File: config.mk
export PLATFORM = sky130hd
export DESIGN_NAME = lp_sequencer
export DESIGN_NICKNAME = d
export VERILOG_FILES = /design/src/rtl/lp_sequencer.sv
export SDC_FILE = /design/constraint.sdc
export NUM_CORES = 1
export LEC_CHECK = 0
export BUFFER_PORTS_ARGS = -buffer_cell sky130_fd_sc_hd__buf_4
export CAP_MARGIN = 20
export CORE_ASPECT_RATIO = 1.2
export CORE_MARGIN = 2
export CORE_UTILIZATION = 26
export DETAILED_ROUTE_END_ITERATION = 6
export PLACE_DENSITY_LB_ADDON = 0.2
export SKIP_CTS_REPAIR_TIMING = 1
export SLEW_MARGIN = 20
export SYNTH_ARGS = -nofsm -noshare
export SYNTH_HDL_FRONTEND = slang
export SYNTH_SLANG_ARGS = --single-unit
File: constraint.sdc
create_clock -name clk -period 1.44 [get_ports clk]
set_input_delay 0.072 -clock clk [delete_from_list [all_inputs] [get_ports clk]]
set_output_delay 0.072 -clock clk [all_outputs]
set_load 0.005 [all_outputs]
File: src/rtl/lp_sequencer.sv
module lp_sequencer #(
  parameter int NWAKE = 4,
  parameter int NRST  = 2
) (
  input  logic             clk,
  input  logic             rst_n,
  input  logic             cpu_wfi,
  input  logic             lp_hint,
  input  logic             deep_sel,
  input  logic [NWAKE-1:0] wake_req,
  input  logic [NWAKE-1:0] wake_en,
  input  logic [NRST-1:0]  rst_req,
  input  logic [NRST-1:0]  rst_en,
  input  logic             debug_active,
  input  logic             nvm_busy,
  input  logic             lc_busy,
  input  logic             fuse_busy,
  input  logic             irq_pending,
  input  logic             main_pok,
  output logic             core_clk_en,
  output logic             io_clk_en,
  output logic             pwr_en,
  output logic             reset_req,
  output logic             hint_clr,
  output logic [NWAKE-1:0] wake_cause,
  output logic [NRST:0]    reset_cause
);
  typedef enum logic [2:0] {S_ACT, S_CHK, S_ENT, S_SLP, S_WAK, S_RST} st_t;
  st_t st;
  logic deep_q;

  wire [NWAKE-1:0] wake_hit = wake_req & wake_en;
  wire [NRST-1:0]  rst_hit  = rst_req & rst_en;
  wire blocked = irq_pending | debug_active | nvm_busy | lc_busy | fuse_busy;

  always_ff @(posedge clk or negedge rst_n) begin
    if (!rst_n) begin
      st          <= S_ACT;
      deep_q      <= 1'b0;
      wake_cause  <= '0;
      reset_cause <= '0;
    end else if (!main_pok) begin
      st          <= S_RST;
      reset_cause <= {1'b1, {NRST{1'b0}}};
    end else if (|rst_hit && st != S_RST) begin
      st          <= S_RST;
      reset_cause <= {1'b0, rst_hit};
    end else begin
      case (st)
        S_ACT: if (cpu_wfi && lp_hint && !debug_active) st <= S_CHK;
        S_CHK: begin
          if (blocked) st <= S_ACT;
          else begin
            st     <= S_ENT;
            deep_q <= deep_sel;
          end
        end
        S_ENT: st <= S_SLP;
        S_SLP: if (|wake_hit) begin
          st         <= S_WAK;
          wake_cause <= wake_hit;
        end
        S_WAK: st <= S_ACT;
        S_RST: if (!(|rst_hit)) st <= S_ACT;
        default: st <= S_ACT;
      endcase
    end
  end

  assign core_clk_en = !(st == S_ENT || st == S_SLP || st == S_WAK);
  assign io_clk_en   = !(st == S_SLP && deep_q);
  assign pwr_en      = !(st == S_SLP && deep_q);
  assign reset_req   = (st == S_RST);
  assign hint_clr    = (st == S_WAK);


  entry_qualified_chk: assert property (@(posedge clk) disable iff (!rst_n)
    $fell(core_clk_en) |-> ($past(cpu_wfi, 2) && $past(lp_hint, 2) &&
                            !$past(irq_pending) && !$past(debug_active)));

  hint_clr_wake_chk: assert property (@(posedge clk) disable iff (!rst_n)
    hint_clr |-> (!core_clk_en ##1 core_clk_en));

  wake_cause_hold_chk: assert property (@(posedge clk) disable iff (!rst_n)
    !$stable(wake_cause) |-> hint_clr);

  reset_clk_on_chk: assert property (@(posedge clk) disable iff (!rst_n)
    reset_req |-> core_clk_en);

  reset_takeover_chk: assert property (@(posedge clk) disable iff (!rst_n)
    (|(rst_req & rst_en)) |=> reset_req);

  pok_loss_chk: assert property (@(posedge clk) disable iff (!rst_n)
    !main_pok |=> (reset_req && reset_cause[NRST]));
endmodule

==> impl_metrics.yaml <==
sta:
  max_freq_ghz: 0.738
  worst_slew_pin_slew_ps: 258
  clock_skew_ps: 0.422
  slew_viol_final: 0
  setup_tns_ps: 0
  finalHoldViolCount: 0
  setup_violations: 0
  worst_slack_ps: 85.9
  final.period_utilization_pct: 94.0
  grt_setup_unrepaired: "no"
  timing.slew.headroom_pct: 82.8
  period_needed_ps: 1350
  fin_hold_ws_ps: 41.9
drt:
  drt_iter0_markers: 2
  drc: 0
  dr_total_vias: 541
  drt_pass1_iterations: 4
  wl_per_cell_um: 10.5
  vias_per_cell: 4.26
  drt-total-wl_um: 1330
  antenna_left: 0
placement:
  port_buffers: 34
  placed_area_um2: 888
  dp_cells: 121
  post-place-ws_ps: 156
  place.gp.congestion: 0.699
  dp_hpwl_um: 1100
logic_synthesis:
  yosysTopAreaCell: "dfrtp_1"
  synth-compound-area-share_pct: 10.4
  postSynthCellCount: 57
  synth.area.top_cells: "dfrtp_1 (46%), mux2i_1 (6.7%), nand2_1 (6.2%)"
  syn-num-nets: 80
  synthSimpleGateAreaFrac_pct: 29.1
  synth_top_family_by_area: "simple AND/OR/NAND/NOR gates"
  synth_area_per_cell_um2: 10.6
  synthDistinctLibCells: 24
  synthAdderAreaFrac_pct: 0
  ys_warn_count: 0
  netlist.area_leader.share_pct: 45.7
  synth-xor-area-share_pct: 0
  ys_seq_area_share_pct: 45.7
  syn_area_um2: 602
  synth_mux_area_share_pct: 9.15
  ys_ff_latch: 11
critical_path:
  cp-start-kind: "flop"
  arrival_ps: 1280
  crit_type: "reg -> out"
  critPathRequiredTime_ps: 1370
  crit_path_end_kind: "primary output"
  crit_path_max_fanout: 7
final_layout:
  final_util_pct: 41.9
  stdcell_area_um2: 936
  seq_area_um2: 275
  drive_gt1_share_pct: 49.0
  layout.nets: 120
  synthToLayoutAreaGrowth_pct: 55.5
  stdcell_count: 127
  num_antenna_cells: 0
  fillers: 257
  multi_input_area_um2: 294
global_routing:
  antenna_found_initial: 0
  track_usage_pct: 10.4
  grt_max_degree: 12
  grt_pass1_wl_um: 2100
  grt_pass1_vias: 554
  grt-ovfl-total: 0
power:
  clkPwrFrac_pct: 30.4
  pwr_density_cell_nw_per_um2: 719
  p_leak_nw: 0.481
  switching_share_pct: 24.1
  max-vdd-ir-drop_mv: 0.434
  p_comb_share_pct: 20.8
  p_seq_share_pct: 48.9
  p_sw_mw: 0.162
  intPower_mw: 0.511
  p_total_mw: 0.673
floorplanning:
  initial_core_util_pct: 26.9
  core.rowCount: 19
  core_area_um2: 2230
  die_x_um: 47.9
  fp.dieH_um: 56.7
  io_pins: 35
  dieArea_um2: 2720
cts:
  cts_tree: "yes"
  clk_pin_slew_ps: 70
  clkSinkCount: 11
  h-tree-depth: 1
  cts_buffer_depth: 2
  cts_buffers: 3
  clock_latency_ps: 260
  cts-root-buf: "clkbuf_4"
run:
  maxCapViolations: 0
status:
  outcome: "finished, final reports clean"
worst_hold_path:
  hold_class: "in -> reg"
registers in the layout (all words and copies together) (netlist names):
| name | count |
|---|---|
| wake_cause | 4 |
| reset_cause | 3 |
| st | 3 |
| deep_q | 1 |
final timing paths:
kind / startpoint / to / slack [ps] / cells after the start
max: st[0]$_DFFE_PN0P_ / core_clk_en / 90 / 4
min reg2reg: reset_cause[2]$_DFFE_PN0N_ / reset_cause[2]$_DFFE_PN0N_ / 510 / 2
min in group asynchronous: rst_n / wake_cause[1]$_DFFE_PN0P_ / 170 / 2
min: deep_sel / deep_q$_DFFE_PN0P_ / 40 / 2
max in group asynchronous: rst_n / st[1]$_DFFE_PN0P_ / 1120 / 2
max reg2reg: st[2]$_DFFE_PN0P_ / deep_q$_DFFE_PN0P_ / 150 / 3
cell families (layout without fill, tap and decap cells):
logic type | after synthesis | count (layout)
AOI/OAI and AO/OA | 8 | 8
buffers and inverters | 7 | 46
DFF | 11 | 11
muxes | 5 | 5
and+or+nand+nor | 26 | 26
cell type report:
class                      count  share of cell area, %
timing repair buffer          37                   30.2
sequential                    11                   29.4
clock buffer                   4                   2.81
inverter                       5                   2.01
tap                           31                   4.14
multi-input combinational     39                   31.4
power by group through the flow:
stage | Sequential (mW) | Combinational [mW] | Clock, mW
finish | 0.329 | 0.140 | 0.204
global route | 0.331 | 0.154 | 0.231
CTS | 0.329 | 0.138 | 0.215
detailed placement | 0.335 | 0.138 | 0
global placement | 0.335 | 0.138 | 0
floorplan | 0.334 | 0.0515 | 0
metal layers:
metal | vias to the layer above | share of wire (%) | routed length, µm | global-route usage (%)
met2 | 23 | 49 | 652 | 16.8
li1 | 277 | - | - | -
met1 | 241 | 44 | 592 | 13.1
met4 | 0 | 0 | 0 | 3.47
met5 | - | 0 | 0 | 0
met3 | 0 | 6.6 | 88 | 2.25
critical path: stages, from the launching register on:
cell     delay (ps)
dfrtp_1         380
buf_4           170
nor3b_1         250
nor2_1           80
buf_4           140
placed cells by master, fill, tap and decap left out, types with 2 or more instances in the layout:
cell | synthesis | routed
clkbuf_4 | 0 | 3
mux2i_1 | 4 | 4
nand3_1 | 3 | 3
o21ai_0 | 2 | 2
buf_4 | 2 | 35
a21boi_0 | 2 | 2
inv_1 | 5 | 5
dlygate4sd3_1 | 0 | 2
dfrtp_1 | 11 | 11
nand2_1 | 10 | 10
nor2_1 | 3 | 3
cells in the mapped netlist:
master,number
nand3b_1,1
nor4b_4,1
a31o_2,1
nand2_1,10
nand3_2,1
nor2_1,3
inv_1,5
and2b_1,1
mux2_4,1
nand4_4,1
dfrtp_1,11
nand2b_1,1
buf_4,2
nand4_1,1
nand3_1,3
o211ai_1,1
nor4_2,1
mux2i_1,4
and2_4,1
a211o_1,1
nor3b_1,1
o21ai_0,2
a21boi_0,2
a22oi_2,1
Note: power is estimated with default switching activity, not from simulation.
